<file path="config.mk">
export PLATFORM = sky130hd
export DESIGN_NAME = dmac_chan_ctrl
export DESIGN_NICKNAME = d
export VERILOG_FILES = /design/src/rtl/dmac_pkg.sv /design/src/rtl/dmac_cmd_decode.sv /design/src/rtl/dmac_settle_timer.sv /design/src/rtl/dmac_state_core.sv /design/src/rtl/dmac_chan_ctrl.sv
export SDC_FILE = /design/constraint.sdc
export NUM_CORES = 1
export LEC_CHECK = 0
export BUFFER_PORTS_ARGS = -buffer_cell sky130_fd_sc_hd__buf_4
export CAP_MARGIN = 20
export CORE_MARGIN = 4
export CORE_UTILIZATION = 39
export DETAILED_ROUTE_END_ITERATION = 10
export GPL_ROUTABILITY_DRIVEN = 0
export PLACE_DENSITY_LB_ADDON = 0.2
export SETUP_SLACK_MARGIN = 0.1
export SLEW_MARGIN = 25
export SYNTH_ARGS = -nofsm -noshare
export SYNTH_HDL_FRONTEND = slang
export SYNTH_HIERARCHICAL = 1
export SYNTH_SLANG_ARGS = --single-unit
</file>
<file path="constraint.sdc">
create_clock -name clk -period 2.5 [get_ports clk]
set_input_delay 0.5 -clock clk [delete_from_list [all_inputs] [get_ports clk]]
set_output_delay 0.5 -clock clk [all_outputs]
set_load 0.03 [all_outputs]
</file>
<file path="src/rtl/dmac_pkg.sv">
package dmac_pkg;

   typedef enum logic [2:0] {
      ST_OFF    = 3'd0,
      ST_ARMED  = 3'd1,
      ST_BUSY   = 3'd2,
      ST_PAUSED = 3'd3,
      ST_HALTED = 3'd4
   } chan_state_e;

   localparam int unsigned OP_OFF   = 0;
   localparam int unsigned OP_ON    = 1;
   localparam int unsigned OP_PAUSE = 2;
   localparam int unsigned OP_CLEAR = 9;

   typedef struct packed {
      logic        valid;
      logic        is_clear;
      chan_state_e target;
   } cmd_req_t;

   function automatic logic is_live(chan_state_e s);
      return (s == ST_ARMED) || (s == ST_BUSY) || (s == ST_PAUSED);
   endfunction

endpackage

</file>
<file path="src/rtl/dmac_cmd_decode.sv">
module dmac_cmd_decode
   import dmac_pkg::*;
#(
   parameter int unsigned FIELD_W = 8
) (
   input  logic               wr_en,
   input  logic [FIELD_W-1:0] code,
   input  chan_state_e        cur_state,
   input  logic               busy,
   output cmd_req_t           req
);

   logic is_off, is_on, is_pause, is_clear;

   always_comb begin
      is_off   = (code == FIELD_W'(OP_OFF));
      is_on    = (code == FIELD_W'(OP_ON));
      is_pause = (code == FIELD_W'(OP_PAUSE));
      is_clear = (code == FIELD_W'(OP_CLEAR));
   end

   always_comb begin
      req.valid    = 1'b0;
      req.is_clear = 1'b0;
      req.target   = ST_OFF;
      if (wr_en && !busy) begin
         if (is_clear) begin
            req.valid    = 1'b1;
            req.is_clear = 1'b1;
            req.target   = ST_OFF;
         end else if (is_on) begin
            req.valid  = (cur_state == ST_OFF) || (cur_state == ST_PAUSED);
            req.target = ST_ARMED;
         end else if (is_off) begin
            req.valid  = is_live(cur_state);
            req.target = ST_OFF;
         end else if (is_pause) begin
            req.valid  = (cur_state == ST_ARMED) || (cur_state == ST_BUSY);
            req.target = ST_PAUSED;
         end
      end
   end

endmodule

</file>
<file path="src/rtl/dmac_settle_timer.sv">
module dmac_settle_timer #(
   parameter int unsigned SETTLE_CYC = 4
) (
   input  logic clk,
   input  logic rst_n,
   input  logic start,
   input  logic abort,
   input  logic engine_idle,
   output logic pending,
   output logic done
);

   logic pend_q;
   assign pending = pend_q;

   generate
      if (SETTLE_CYC == 1) begin : g_direct
         assign done = pend_q && engine_idle;
      end else begin : g_count
         localparam int unsigned CW = $clog2(SETTLE_CYC);
         localparam logic [CW-1:0] LAST = CW'(SETTLE_CYC - 1);
         logic [CW-1:0] cnt_q;

         assign done = pend_q && engine_idle && (cnt_q == LAST);

         always_ff @(posedge clk or negedge rst_n) begin
            if (!rst_n) begin
               cnt_q <= '0;
            end else if (start) begin
               cnt_q <= '0;
            end else if (pend_q) begin
               if (engine_idle && !done) cnt_q <= cnt_q + 1'b1;
               else                      cnt_q <= '0;
            end
         end
      end
   endgenerate

   always_ff @(posedge clk or negedge rst_n) begin
      if (!rst_n)      pend_q <= 1'b0;
      else if (start)  pend_q <= 1'b1;
      else if (abort)  pend_q <= 1'b0;
      else if (done)   pend_q <= 1'b0;
   end

endmodule

</file>
<file path="src/rtl/dmac_state_core.sv">
module dmac_state_core
   import dmac_pkg::*;
(
   input  logic        clk,
   input  logic        rst_n,
   input  cmd_req_t    req,
   input  logic        tmr_pending,
   input  logic        tmr_done,
   input  logic        manager_stop,
   input  logic        work_pending,
   input  logic        engine_idle,
   output chan_state_e state,
   output logic        start,
   output logic        stop_take
);

   chan_state_e st_q, st_d, tgt_q;
   logic        clr_q;

   always_comb begin
      stop_take = manager_stop && is_live(st_q)
                  && !(tmr_pending && clr_q)
                  && !(req.valid && req.is_clear);
      start     = req.valid && !stop_take;
   end

   always_comb begin
      st_d = st_q;
      if (stop_take) begin
         st_d = ST_HALTED;
      end else if (tmr_done) begin
         st_d = tgt_q;
      end else if (!tmr_pending) begin
         case (st_q)
            ST_ARMED: if (work_pending)                 st_d = ST_BUSY;
            ST_BUSY:  if (engine_idle && !work_pending) st_d = ST_ARMED;
            default:  st_d = st_q;
         endcase
      end
   end

   always_ff @(posedge clk or negedge rst_n) begin
      if (!rst_n) begin
         st_q  <= ST_OFF;
         tgt_q <= ST_OFF;
         clr_q <= 1'b0;
      end else begin
         st_q <= st_d;
         if (start) begin
            tgt_q <= req.target;
            clr_q <= req.is_clear;
         end
      end
   end

   assign state = st_q;

endmodule

</file>
<file path="src/rtl/dmac_chan_ctrl.sv">
module dmac_chan_ctrl
   import dmac_pkg::*;
#(
   parameter int unsigned DATA_W     = 32,
   parameter int unsigned FIELD_W    = 8,
   parameter int unsigned CMD_LSB    = 16,
   parameter int unsigned STATE_LSB  = 8,
   parameter int unsigned SETTLE_CYC = 4
) (
   input  logic              clk,
   input  logic              rst_n,
   input  logic              csr_wr,
   input  logic [DATA_W-1:0] csr_wdata,
   output logic [DATA_W-1:0] csr_rdata,
   input  logic              work_pending,
   input  logic              engine_idle,
   input  logic              manager_stop
);

   localparam int unsigned CMD_MSB   = CMD_LSB + FIELD_W - 1;
   localparam int unsigned STATE_MSB = STATE_LSB + FIELD_W - 1;

   generate
      if (FIELD_W < 4) begin : g_bad_field
         $error("FIELD_W must hold command code 9");
      end
      if ((CMD_MSB >= DATA_W) || (STATE_MSB >= DATA_W)) begin : g_bad_pos
         $error("command or state field exceeds DATA_W");
      end
      if (!((CMD_LSB > STATE_MSB) || (STATE_LSB > CMD_MSB))) begin : g_overlap
         $error("command and state fields overlap");
      end
      if (SETTLE_CYC < 1) begin : g_bad_settle
         $error("SETTLE_CYC must be at least 1");
      end
   endgenerate

   logic [FIELD_W-1:0] code;
   cmd_req_t           req;
   chan_state_e        state;
   logic               tmr_pending, tmr_done, start, stop_take;

   assign code = csr_wdata[CMD_LSB +: FIELD_W];

   dmac_cmd_decode #(.FIELD_W(FIELD_W)) u_dec (
      .wr_en     (csr_wr),
      .code      (code),
      .cur_state (state),
      .busy      (tmr_pending),
      .req       (req)
   );

   dmac_settle_timer #(.SETTLE_CYC(SETTLE_CYC)) u_tmr (
      .clk         (clk),
      .rst_n       (rst_n),
      .start       (start),
      .abort       (stop_take),
      .engine_idle (engine_idle),
      .pending     (tmr_pending),
      .done        (tmr_done)
   );

   dmac_state_core u_core (
      .clk          (clk),
      .rst_n        (rst_n),
      .req          (req),
      .tmr_pending  (tmr_pending),
      .tmr_done     (tmr_done),
      .manager_stop (manager_stop),
      .work_pending (work_pending),
      .engine_idle  (engine_idle),
      .state        (state),
      .start        (start),
      .stop_take    (stop_take)
   );

   always_comb begin
      csr_rdata = '0;
      csr_rdata[STATE_LSB +: FIELD_W] = FIELD_W'(state);
   end

endmodule

</file>
[After elaboration in Yosys (flattened, before gate mapping)]
Index checks and enable logic that the tools add are counted.
W data, S select, Z words.
Cells by class
  equality and inequality tests: 10
  mux-type cells: 22
  add/sub/neg operators: 1
  reductions and logical operators: 26
Operators with widths (number)
  $mux W3: 8
  $logic_and A1 B1 Y1: 11
  $eq A8 B1 Y1 const B: 1
  $eq A8 B2 Y1 const B: 1
  $eq A8 B4 Y1 const B: 1
  $logic_not A8 Y1: 1
  $mux W1: 8
  $mux W2: 4
  $ne A4 B4 Y1 const B: 2
  $eq A3 B2 Y1 const B: 2
  $logic_not A1 Y1: 6
  $pmux W3 S2: 1
  $mux W5: 1
  $reduce_and A4 Y1: 1
  $reduce_bool A4 Y1: 1
  $eq A3 B1 Y1 const B: 1
  $logic_not A3 Y1: 1
  $logic_or A1 B1 Y1: 3
  $ne A3 B2 Y1 const B: 1
  $reduce_bool A3 Y1: 1
  $add A2 B1 Y2 const B: 1
  $eq A2 B2 Y1 const B: 1
  $reduce_bool A2 Y1: 1
Word-level totals
  word-level logic and storage cells: 64
  flip-flop bits (word level): 10
  output and inout port bits: 32

[Depth between registers and ports, before layout]
  depth after elaboration: 13
  gate-level depth with buffers: 8

[Cells and area by module]
The synthesis kept the hierarchy.
Modules (own cells, without submodules)
  dmac_state_core: sequential area each 175.2 µm², instances 1, cells an instance 33, area an instance 390.4 µm²
  dmac_chan_ctrl: sequential area each 0.0 µm², instances 1, cells an instance 30, area an instance 221.5 µm²
  dmac_settle_timer: sequential area each 75.1 µm², instances 1, cells an instance 14, area an instance 153.9 µm²
  dmac_cmd_decode: sequential area each 0.0 µm², instances 1, cells an instance 17, area an instance 121.4 µm²

[Least setup slack after synthesis]
Ideal clock, no wire load.
  path kind: reg-to-reg
  from: register u_core.st_q[1], in the netlist u_core/state[1]
  to: register u_core.tgt_q[0]
  required time: 2375 ps
  path slack: 409 ps
  period minus slack after synthesis: 2091 ps
  cell stages (with the launch flop): 8
  arrival: 1967 ps
  cell sequence: dfrtp_1 nor2_1 or3_1 a221oi_2 a22oi_1 o211ai_2 nand2_1 mux2_2
RTL lines
  start: declaration: line dmac_state_core.sv:17  | chan_state_e st_q, st_d, tgt_q;
  start signal: assignment: line dmac_state_core.sv:48  | st_q <= st_d;
  end signal: assignment: line dmac_state_core.sv:50  | tgt_q <= req.target;
  end: declaration: line dmac_state_core.sv:17

==> metrics.txt <==
growth of design area from synthesis to finish 8.18%; detailed-router iteration count before antenna repair 4; antenna fix cells 0; cell total after placement 138; HPWL after detailed placement 1.32 mm; fraction of the yosys area taken by sequential cells 0.282; fraction of layout cells with a size suffix above 1 0.283; Worst Skew 10.5 ps; result of the run finished, final reports clean; dominant cell by count in the synthesized netlist sky130_fd_sc_hd__buf_4; static leakage 0.478 nW; total clock buffers created by CTS 3; post-synth top area share 0.282; worst min-delay path class input pin to asynchronous set/reset pin; count of flip-flops with a built-in enable after synthesis 0; worst setup timing slack at the placement stage 293 ps; required time worst endpoint 2650 ps; number of warning messages in the yosys log 6; total number of H-tree levels 1; category of the most critical setup path register to register; Pwr per Cell Area 700 mW/mm^2; Floorplan Core Area 0.00219 mm^2; slowest stage cell on the critical path sky130_fd_sc_hd__dfrtp_1; biggest cell delay along the critical path 550 ps; remaining design rule violation count 0; Netlist cell types 35; maximum number of pins on one net before global-route repair 11; cell-by-cell listing of the critical path nor2_1 > or3_1 > a221oi_2 > a22oi_1 > o211ai_2 > nand2_1 > mux2_2; Clock Tree Root sky130_fd_sc_hd__clkbuf_4; CP Max Fanout 10; number of antenna violations at the first check in global routing 0; synthesized flop and latch total 10; DRC marker count from the first detailed-route iteration 16; peak ir drop on the vdd network 0.368 mV; Clock Pin Slew Worst Setup and Hold Paths 70 ps; global-route total usage across every layer 0.109; global-route wire length before repair 2.64 mm; source-to-sink clock delay at the later pin of the worst-skew pair 270 ps; Fin. Hold Viols 0; die height 55.7 um; clock tree from TritonCTS built; transition at the pin with the smallest max-transition slack 479 ps; buffers inserted during post-CTS setup optimization 0; ys async rst share 1.00; top cell type by total area after synthesis sky130_fd_sc_hd__dfrtp_1; total clock sinks 10; antenna violation net count after detailed routing 0; Total Nets Final 154; final hold slack 45.8 ps; die span in x 55.7 um; Final setup violation count 0; total standard cell area after synthesis 887 um^2; vias after detailed routing 631; mean area per synthesized cell 9.44 um^2; number of cells on the worst reg-to-reg path 7; via count of the first global-routing pass 531; cells after synthesis 94; max-cap violations 0; dominant register cell in the synthesized netlist sky130_fd_sc_hd__dfrtp_1; setup slack after layout 349 ps; grt ovf 0; I/O pin total 70; maximum operating frequency 0.465 GHz; Setup crit start kind register; setup repair after global routing missed its margin false; Setup crit end kind register; final critical-path share of the clock period 0.860; Final Slew Violations 0; Resized Gates After CTS 0; Site Rows 17; leading cell types by total area after synthesis sky130_fd_sc_hd__dfrtp_1 28%, sky130_fd_sc_hd__buf_4 25%, sky130_fd_sc_hd__mux2_2 3.8%, sky130_fd_sc_hd__nand4b_1 3.0%, sky130_fd_sc_hd__nand2_1 2.1%; starting density of the core 0.405; clock buffer depth 2; crit path time final 2150 ps; synth cell count leaders 30 x sky130_fd_sc_hd__buf_4, 10 x sky130_fd_sc_hd__dfrtp_1, 5 x sky130_fd_sc_hd__nand2_1; Setup Total Neg Slack 0 ps; overall routed net length 1.73 mm; port buffer count 16; number of standard cells in the final layout excluding fillers 141; Relative slew margins 0.676; post-cts hold buffer count 0; CP arrival 2300 ps; average wire per standard cell 12.2 um; Die Footprint 0.00310 mm^2; average vias per placed instance 4.48
[cell families after synthesis]
| logic type | count (synthesis) | synth area share |
|---|---|---|
| AOI/OAI and AO/OA | 16 | 0.148 |
| xor gates and xnor gates | 2 | 0.0197 |
| adders and majority gates | 1 | 0.0141 |
| buffers and inverters | 33 | 0.267 |
| DFF | 10 | 0.282 |
| muxes | 4 | 0.0494 |
| other | 2 | 0.00847 |
| and+or+nand+nor | 26 | 0.212 |
[final cells by class]
cell class,count,area [um^2]
multi-input cells,79,505
inverters,3,11.3
clock buffers,3,22.5
repair buffers,18,135
well taps,28,35.0
fillers,221,1230
flip-flops and latches,10,250
[flip-flops by register name, indices dropped and copies added (netlist names)]
| register | count |
|---|---|
| u_core/state | 3 |
| u_core/tgt_q | 3 |
| u_tmr/g_count.cnt_q | 2 |
| u_core/clr_q | 1 |
| u_tmr/pending | 1 |
[layer usage]
| layer | vias up | share of wire | GRT usage |
|---|---|---|---|
| met4 | 0 | 0.0041 | 0.0625 |
| met2 | 25 | 0.51 | 0.167 |
| met5 | - | 0 | 0 |
| met3 | 2 | 0.065 | 0.0162 |
| li1 | 310 | - | - |
| met1 | 294 | 0.42 | 0.146 |
[placed cells by master, fill, tap and decap left out, types with 2 or more instances in the layout]
cell,Yosys,final
sky130_fd_sc_hd__conb_1,2,30
sky130_fd_sc_hd__buf_4,30,18
sky130_fd_sc_hd__dfrtp_1,10,10
sky130_fd_sc_hd__nand2_1,5,5
sky130_fd_sc_hd__clkbuf_4,0,3
sky130_fd_sc_hd__inv_1,3,3
sky130_fd_sc_hd__mux2_2,3,3
sky130_fd_sc_hd__nand4b_1,3,3
sky130_fd_sc_hd__a21oi_1,3,3
sky130_fd_sc_hd__o21ai_0,3,3
sky130_fd_sc_hd__nor3_1,3,3
sky130_fd_sc_hd__nor2_1,2,2
sky130_fd_sc_hd__nor4b_1,2,2
sky130_fd_sc_hd__xnor2_1,2,2
sky130_fd_sc_hd__nand2b_1,2,2
[stage by stage]
step	power (mW)	util	area, um^2
after floorplan	0.505	-	992
after global placement	0.550	0.428	937
after detailed placement	0.555	0.428	937
after CTS	0.673	0.438	960
after global routing	0.721	0.438	960
final	0.672	0.438	960
[worst max-delay path, delay by kind of cell (launching register included)]
family / cells / cell delay, ps
DFF: 1 / 550
and+or+nand+nor: 3 / 600
muxes: 1 / 310
AOI/OAI and AO/OA: 3 / 570
[path summary, 6_finish.rpt]
kind                            startpoint  slack (ps)                      to
max reg2reg                u_core/state[1]         350         u_core/tgt_q[2]
max in group asynchronous            rst_n        2300  u_tmr/g_count.cnt_q[1]
min                                  rst_n          50         u_core/tgt_q[1]
max                        u_core/state[1]         350         u_core/tgt_q[2]
min in group clk           u_core/tgt_q[2]         520         u_core/state[2]
min reg2reg                u_core/tgt_q[2]         520         u_core/state[2]
[report_power, final]
group	internal [mW]	switching, mW
registers	0.200	0.0640
logic	0.120	0.174
clock network	0.0556	0.0588
No activity file was read; power rests on OpenSTA's default activity.
